**config.mk**
```make
export PLATFORM = sky130hd
export DESIGN_NAME = link_irq_agg
export DESIGN_NICKNAME = d
export VERILOG_FILES = /design/src/rtl/link_irq_pkg.sv /design/src/rtl/link_loss_watch.sv /design/src/rtl/link_eye_watch.sv /design/src/rtl/link_chan_mon.sv /design/src/rtl/link_reg_file.sv /design/src/rtl/link_irq_agg.sv
export SDC_FILE = /design/constraint.sdc
export NUM_CORES = 1
export LEC_CHECK = 0
export BUFFER_PORTS_ARGS = -buffer_cell sky130_fd_sc_hd__buf_2
export CAP_MARGIN = 20
export CORE_MARGIN = 1
export CORE_UTILIZATION = 59
export DETAILED_ROUTE_END_ITERATION = 12
export PLACE_DENSITY_LB_ADDON = 0.25
export SLEW_MARGIN = 20
export SYNTH_ARGS = -nofsm -noshare
export SYNTH_HDL_FRONTEND = slang
export SYNTH_HIERARCHICAL = 1
export SYNTH_SLANG_ARGS = --single-unit
```
**constraint.sdc**
```tcl
create_clock -name clk -period 4.6 [get_ports clk]
set_input_delay 0 -clock clk [delete_from_list [all_inputs] [get_ports clk]]
set_output_delay 0 -clock clk [all_outputs]
set_load 0.03 [all_outputs]
```
**src/rtl/link_irq_pkg.sv**
```systemverilog
package link_irq_pkg;
  localparam int EYE_W  = 8;
  localparam int CFG_W  = 2 * EYE_W + 1;
  localparam int STAT_W = 3;

  typedef struct packed {
    logic             eye_en;
    logic [EYE_W-1:0] v_thr;
    logic [EYE_W-1:0] h_thr;
  } chan_cfg_t;

  typedef struct packed {
    logic eye;
    logic lol;
    logic los;
  } chan_stat_t;
endpackage

```
**src/rtl/link_loss_watch.sv**
```systemverilog
module link_loss_watch (
  input  logic clk,
  input  logic rst_n,
  input  logic det,
  output logic loss_evt
);
  logic armed_q;
  logic armed_d;

  always_comb begin
    armed_d  = det;
    loss_evt = armed_q & ~det;
  end

  always_ff @(posedge clk or negedge rst_n) begin
    if (!rst_n) armed_q <= 1'b0;
    else        armed_q <= armed_d;
  end
endmodule

```
**src/rtl/link_eye_watch.sv**
```systemverilog
module link_eye_watch #(
  parameter int EW = 8
) (
  input  logic          clk,
  input  logic          rst_n,
  input  logic          en,
  input  logic          vld,
  input  logic [EW-1:0] h_val,
  input  logic [EW-1:0] v_val,
  input  logic [EW-1:0] h_thr,
  input  logic [EW-1:0] v_thr,
  output logic          eye_evt
);
  logic bad_q;
  logic bad_d;
  logic fail;
  logic bad_upd;

  always_comb begin
    fail    = (h_val < h_thr) | (v_val < v_thr);
    bad_upd = vld;
    bad_d   = bad_upd ? fail : bad_q;
    eye_evt = en & vld & fail & ~bad_q;
  end

  always_ff @(posedge clk or negedge rst_n) begin
    if (!rst_n)       bad_q <= 1'b0;
    else if (bad_upd) bad_q <= bad_d;
  end
endmodule

```
**src/rtl/link_chan_mon.sv**
```systemverilog
module link_chan_mon
  import link_irq_pkg::*;
(
  input  logic             clk,
  input  logic             rst_n,
  input  logic             sig_det,
  input  logic             lock_det,
  input  logic             eye_vld,
  input  logic [EYE_W-1:0] eye_h,
  input  logic [EYE_W-1:0] eye_v,
  input  chan_cfg_t        cfg,
  input  chan_stat_t       clr,
  output chan_stat_t       stat
);
  chan_stat_t evt;
  chan_stat_t stat_q;
  chan_stat_t stat_d;
  logic       stat_upd;

  link_loss_watch u_sig (
    .clk      (clk),
    .rst_n    (rst_n),
    .det      (sig_det),
    .loss_evt (evt.los)
  );

  link_loss_watch u_lock (
    .clk      (clk),
    .rst_n    (rst_n),
    .det      (lock_det),
    .loss_evt (evt.lol)
  );

  link_eye_watch #(.EW(EYE_W)) u_eye (
    .clk     (clk),
    .rst_n   (rst_n),
    .en      (cfg.eye_en),
    .vld     (eye_vld),
    .h_val   (eye_h),
    .v_val   (eye_v),
    .h_thr   (cfg.h_thr),
    .v_thr   (cfg.v_thr),
    .eye_evt (evt.eye)
  );

  always_comb begin
    stat_upd = (|evt) | (|(stat_q & clr));
    stat_d   = chan_stat_t'(evt | (stat_q & ~clr));
  end

  always_ff @(posedge clk or negedge rst_n) begin
    if (!rst_n)        stat_q <= '0;
    else if (stat_upd) stat_q <= stat_d;
  end

  assign stat = stat_q;
endmodule

```
**src/rtl/link_reg_file.sv**
```systemverilog
module link_reg_file
  import link_irq_pkg::*;
#(
  parameter int NCH = 4,
  parameter int AW  = 4,
  parameter int DW  = 32
) (
  input  logic                  clk,
  input  logic                  rst_n,
  input  logic                  bus_we,
  input  logic                  bus_re,
  input  logic [AW-1:0]         bus_addr,
  input  logic [DW-1:0]         bus_wdata,
  input  chan_stat_t [NCH-1:0]  stat,
  output chan_cfg_t  [NCH-1:0]  cfg,
  output chan_stat_t [NCH-1:0]  clr,
  output logic [DW-1:0]         bus_rdata
);
  localparam logic [AW-1:0] SUM_ADDR = AW'(2 * NCH);

  logic [NCH-1:0] hit_cfg;
  logic [NCH-1:0] hit_st;
  logic [DW-1:0]  rd_d;
  logic [DW-1:0]  rd_q;

  for (genvar c = 0; c < NCH; c++) begin : g_ch
    chan_cfg_t cfg_q;
    chan_cfg_t cfg_d;
    logic      cfg_upd;

    assign hit_cfg[c] = (bus_addr == AW'(2 * c));
    assign hit_st[c]  = (bus_addr == AW'(2 * c + 1));

    always_comb begin
      cfg_upd = bus_we & hit_cfg[c];
      cfg_d   = chan_cfg_t'(bus_wdata[CFG_W-1:0]);
      clr[c]  = (bus_we & hit_st[c]) ? chan_stat_t'(bus_wdata[STAT_W-1:0]) : '0;
    end

    always_ff @(posedge clk or negedge rst_n) begin
      if (!rst_n)       cfg_q <= '0;
      else if (cfg_upd) cfg_q <= cfg_d;
    end

    assign cfg[c] = cfg_q;
  end

  always_comb begin
    rd_d = '0;
    for (int c = 0; c < NCH; c++) begin
      if (hit_cfg[c]) rd_d = DW'(cfg[c]);
      if (hit_st[c])  rd_d = DW'(stat[c]);
    end
    if (bus_addr == SUM_ADDR) begin
      for (int c = 0; c < NCH; c++) rd_d[c] = |stat[c];
    end
  end

  always_ff @(posedge clk or negedge rst_n) begin
    if (!rst_n)      rd_q <= '0;
    else if (bus_re) rd_q <= rd_d;
  end

  assign bus_rdata = rd_q;
endmodule

```
**src/rtl/link_irq_agg.sv**
```systemverilog
module link_irq_agg
  import link_irq_pkg::*;
#(
  parameter int NCH = 4,
  parameter int AW  = 4,
  parameter int DW  = 32
) (
  input  logic                 clk,
  input  logic                 rst_n,
  input  logic [NCH-1:0]       sig_det,
  input  logic [NCH-1:0]       lock_det,
  input  logic [NCH*EYE_W-1:0] eye_h,
  input  logic [NCH*EYE_W-1:0] eye_v,
  input  logic [NCH-1:0]       eye_vld,
  input  logic                 bus_we,
  input  logic                 bus_re,
  input  logic [AW-1:0]        bus_addr,
  input  logic [DW-1:0]        bus_wdata,
  output logic [DW-1:0]        bus_rdata,
  output logic                 irq_n_oe
);
  chan_cfg_t  [NCH-1:0] cfg_w;
  chan_stat_t [NCH-1:0] clr_w;
  chan_stat_t [NCH-1:0] stat_w;
  logic       [NCH-1:0] eye_en_w;

  link_reg_file #(.NCH(NCH), .AW(AW), .DW(DW)) u_regs (
    .clk       (clk),
    .rst_n     (rst_n),
    .bus_we    (bus_we),
    .bus_re    (bus_re),
    .bus_addr  (bus_addr),
    .bus_wdata (bus_wdata),
    .stat      (stat_w),
    .cfg       (cfg_w),
    .clr       (clr_w),
    .bus_rdata (bus_rdata)
  );

  for (genvar c = 0; c < NCH; c++) begin : g_mon
    link_chan_mon u_mon (
      .clk      (clk),
      .rst_n    (rst_n),
      .sig_det  (sig_det[c]),
      .lock_det (lock_det[c]),
      .eye_vld  (eye_vld[c]),
      .eye_h    (eye_h[c*EYE_W +: EYE_W]),
      .eye_v    (eye_v[c*EYE_W +: EYE_W]),
      .cfg      (cfg_w[c]),
      .clr      (clr_w[c]),
      .stat     (stat_w[c])
    );
    assign eye_en_w[c] = cfg_w[c].eye_en;
  end

  assign irq_n_oe = |stat_w;
endmodule

```
=== Yosys cells after proc, flatten, opt, wreduce, memory -nomap -nowiden ===
Cells that the tools add are included.

* Bits in registers: 124
* Bits of input ports: 116
* Output and inout port bits: 33
* Logic and storage cells: 144

* Magnitude comparators: 8
* Eq/ne operators: 8
* Mux-type cells: 13
* Bitwise logic cells: 64
* Reduce and logical (&&, ||, !) cells: 14

{| class="wikitable"
|+ Operator list
! kind !! count
|-
| $mux W32 || 7
|-
| $lt A8 B8 Y1 || 8
|-
| $reduce_or A3 Y1 || 12
|-
| $and A1 B1 Y1 || 28
|-
| $and A3 B3 Y3 || 8
|-
| $mux W17 || 1
|-
| $eq A4 B3 Y1 const B || 4
|-
| $mux W3 || 4
|-
| $not A1 Y1 || 12
|-
| $not A3 Y3 || 4
|-
| $or A3 B3 Y3 || 4
|-
| $reduce_or A12 Y1 || 1
|-
| $eq A4 B2 Y1 const B || 2
|-
| $or A1 B1 Y1 || 8
|-
| $eq A4 B1 Y1 const B || 1
|-
| $eq A4 B4 Y1 const B || 1
|-
| $logic_not A4 Y1 || 1
|-
| $mux W4 || 1
|}

=== Logic depth before layout (Yosys ltp) ===
* Depth in word-level cells: 10
* Gate-level depth with buffers: 8
* Depth with buffers taken out: 8

=== By module ===
The synthesis kept the hierarchy.

{| class="wikitable"
|+ By module, submodules not included
! module !! times used !! cells an instance !! area an instance (µm²) !! seq. area each (µm²)
|-
| link_reg_file || 1 || 312 || 4002.6 || 2127.0
|-
| link_eye_watch || 4 || 49 || 392.9 || 25.0
|-
| link_chan_mon || 4 || 9 || 108.9 || 75.1
|-
| link_loss_watch || 8 || 2 || 38.8 || 25.0
|-
| link_irq_agg || 1 || 4 || 23.8 || 0.0
|}

=== Worst setup path before layout ===
No wires, ideal clock.

* Kind: reg2reg
* Start: register u_regs.g_ch[1].cfg_q (netlist bit u_regs/cfg[26])
* End: register g_mon[1].u_mon.stat_q (netlist bit g_mon[1].u_mon/stat[2])
* Library setup time: 0.064 ns
* Arrival: 1.663 ns
* Data required time: 4.536 ns
* Setup slack: 2.873 ns
* Cell stages (with the launch flop): 9
* Buffers on the path: 0
* Period minus slack after synthesis: 1.727 ns
* Path through: dfrtp_1 -> inv_1 -> ha_1 -> or3b_1 -> o2111ai_1 -> a21oi_1 -> o32a_1 -> nor3_2 -> a21o_1

{| class="wikitable"
|+ RTL lines
! item !! line !! text
|-
| start, declared || link_reg_file.sv:27 || <nowiki>chan_cfg_t cfg_q;</nowiki>
|-
| start signal, assigned || link_reg_file.sv:42 || <nowiki>else if (cfg_upd) cfg_q <= cfg_d;</nowiki>
|-
| end signal, assigned || link_chan_mon.sv:53 || <nowiki>else if (stat_upd) stat_q <= stat_d;</nowiki>
|-
| end, declared || link_chan_mon.sv:16 || <nowiki>chan_stat_t stat_q;</nowiki>
|}

==> impl_metrics.py <==
metrics = {
    "clock_tree": {
        "cts_tree": "done",
        "clkTransAtPathRegs_ns": 0.10,
        "post-cts-setup-buffer-count": 0,
        "cts_root_buffer": "clkbuf_8",
        "cts_resized": 0,
        "cts_buffer_depth": 2,
        "clkLatencyLatePin_ns": 0.38,
        "cts_buffers": 9,
        "hold_buffers": 30,
        "cts.sinks": 109,
        "htreeDepth": 3,
    },
    "layout": {
        "final_nets": 878,
        "num_antenna_cells": 0,
        "layout_common_cells": "117 x buf_2, 109 x dfrtp_1, 69 x inv_1",
        "final_cell_area_sq_um": 7470,
        "stdcell_count": 846,
        "fin_util_pct": 72.0,
        "drive_above_1_share_pct": 31.4,
        "area_growth_pct": 17.8,
        "fill_cells": 776,
        "layout.cells.most_common": "buf_2",
    },
    "global_route": {
        "grt_max_degree": 61,
        "grt_pass1_wl_um": 24900,
        "first_global_vias": 5120,
        "antenna_found_initial": 0,
        "grt_usage_pct": 29.1,
        "overflow": 0,
    },
    "setup_path": {
        "cp_num_buf_inv": 1,
        "crit_family": "compound AO/OA/AOI/OAI gates",
        "critPathKind": "register to register",
        "cp_data_arrival_time_ns": 2.32,
        "slowest_stage": "dfrtp_1",
        "r2r_end": "g_mon[3].u_mon/stat[2]",
        "r2r_slack_ns": 2.60,
        "endpoint_kind": "register",
        "crit_start": "u_regs/cfg[60]",
        "worstPathMaxFanout": 3,
        "rr_worst_depth": 8,
        "cp-start-kind": "register",
        "slowest_delay_ns": 0.40,
        "r2r-start": "u_regs/cfg[60]",
        "crit_required_ns": 4.93,
        "cp_cell_sequence": "inv_1 -> ha_1 -> or3b_1 -> o2111ai_1 -> a21oi_1 -> o32a_1 -> nor3_2 -> a21o_1",
    },
    "die": {
        "ios": 149,
        "die_width_um": 106,
        "rows": 37,
        "fp.dieH_um": 106,
        "start_util_pct": 61.2,
        "dieArea_sq_um": 11200,
        "core_area_sq_um": 10400,
    },
    "placement": {
        "place_ws_ns": 2.32,
        "port_buffers": 118,
        "place.gp.congestion": 0.884,
        "dpl_cell_area_sq_um": 6960,
        "dpl.hpwl_um": 11400,
        "dp.cells": 801,
    },
    "sta": {
        "final_max_slew_viol_count": 0,
        "grt_setup_unrepaired": "false",
        "slew_headroom_pct": 39.9,
        "worst_pin_slew_ns": 0.895,
        "hold_viol_final": 0,
        "holdWs_ns": 0.121,
        "fin_ws_ns": 2.60,
        "fin_crit_sh_pct": 43.4,
        "setup_viol": 0,
        "min_period_ns": 2.00,
        "skew_ns": 0.00727,
        "fmax_ghz": 0.501,
        "setup_tns_ns": 0,
    },
    "routing": {
        "vias": 4856,
        "drcViolationCount": 0,
        "drt_first_iter_violations": 242,
        "detail-route-antenna-nets": 0,
        "wl_met1_um": 6180,
        "routedWlPerCell_um": 18.2,
        "avgViaCountPerCell": 5.74,
        "wl_met2_um": 7920,
        "highest-signal-layer": "met4",
        "dr.pass1.iters": 6,
        "met3_length_um": 815,
        "routed_wl_um": 15400,
    },
    "synth": {
        "synth-simple-area-share_pct": 11.5,
        "yosysWarnings": 6,
        "synth.area.mux_share_pct": 14.3,
        "synth_area_sq_um": 6340,
        "yosysSeqAreaShare_pct": 43.0,
        "synth_ff_type": "dfrtp_1",
        "synth_top_family_by_area": "multiplexers",
        "synthAdderAreaFrac_pct": 11.0,
        "synth_edf_count": 0,
        "synth-seq-cells": 109,
        "avgSynthCellArea_sq_um": 11.2,
        "synthXorXnorAreaFrac_pct": 0,
        "syn_inst": 564,
        "async_flop_share_pct": 100,
        "synth_cell_types": 47,
        "synth_compound_area_share_pct": 12.7,
    },
    "power": {
        "max-vdd-ir-drop_mv": 0.283,
        "powerDensity_nw_per_um2": 360,
        "power_mw": 2.69,
        "leakagePower_nw": 3.59,
    },
    "hold_path": {
        "hold_start": "bus_we",
        "worstHoldPathCells": 5,
        "hold_path.class": "primary input to register",
        "worstHoldEndpoint": "g_mon[3].u_mon/stat[2]",
    },
    "run_status": {
        "outcome": "finished clean",
    },
    "run": {
        "maxCapViolCount": 0,
    },
}
[how the worst max path moves through the flow]
stage	end	cells after the start
6_report	g_mon[3].u_mon/stat[2]	8
2_1_floorplan	g_mon[1].u_mon/stat[2]	8
4_1_cts	g_mon[3].u_mon/stat[2]	8
3_3_place_gp	u_regs/cfg[25]	4
3_5_place_dp	u_regs/cfg[30]	4
5_1_grt	g_mon[0].u_mon/stat[2]	8
[cell usage after synthesis, types with 7 or more instances]
cell type  instances  area [sq um]
a31oi_1           14          87.6
a21oi_1           14          70.1
nor2b_4            8           110
nand2_1            9          33.8
mux2i_1            9          90.1
dfrtp_1          109          2730
nor2_1            34           128
mux2_2            58           653
clkbuf_1           7          26.3
a21o_1            16           120
inv_1             69           259
a211oi_1           7          52.6
buf_4             17           128
o2111ai_1          8          70.1
mux2_4            10           150
ha_1              56           701
a22oi_1           26           195
[per-layer routing]
metal  GRT usage (%)  vias to the layer above
met4            12.0                        0
met5               0                        -
met3            6.56                       46
met1            33.2                     2349
li1                -                     2290
met2            52.4                      171
[registers in the layout, indices dropped and copies added (netlist names)]
name                        cells
u_regs/cfg                     68
u_regs/bus_rdata               17
g_mon.u_mon/stat               12
g_mon.u_mon/u_eye/bad_q         4
g_mon.u_mon/u_lock/armed_q      4
g_mon.u_mon/u_sig/armed_q       4
[report_power, final]
group          switching (mW)  internal, mW  total, mW
logic                   0.372         0.375      0.747
clock network           0.318         0.318      0.636
registers               0.158          1.14       1.30
total                   0.849          1.84       2.69
[worst reg2reg max path: cells and delay by family, from the launching register on]
family,cells,cell delay [ns]
compound gates,4,0.73
simple gates,2,0.57
flops,1,0.40
fa+ha+maj,1,0.18
buf+inv,1,0.06
[layout make-up]
cell class	instances	area (sq um)	share of cell area (%)
multi-input cells	368	3200	42.8
clock inverters	4	72.6	0.972
flip-flops and latches	109	2730	36.5
well taps	136	170	2.28
repair buffers	149	901	12.1
clock buffers	11	141	1.89
inverters	69	259	3.47
[kinds of logic after synthesis]
group,after synthesis
adder cells (fa/ha/maj),56
flip-flops,109
multiplexers,78
AO/OA/AOI/OAI,110
buffers and inverters,101
other,1
AND/OR/NAND/NOR,109
No activity file was read; power rests on OpenSTA's default activity.
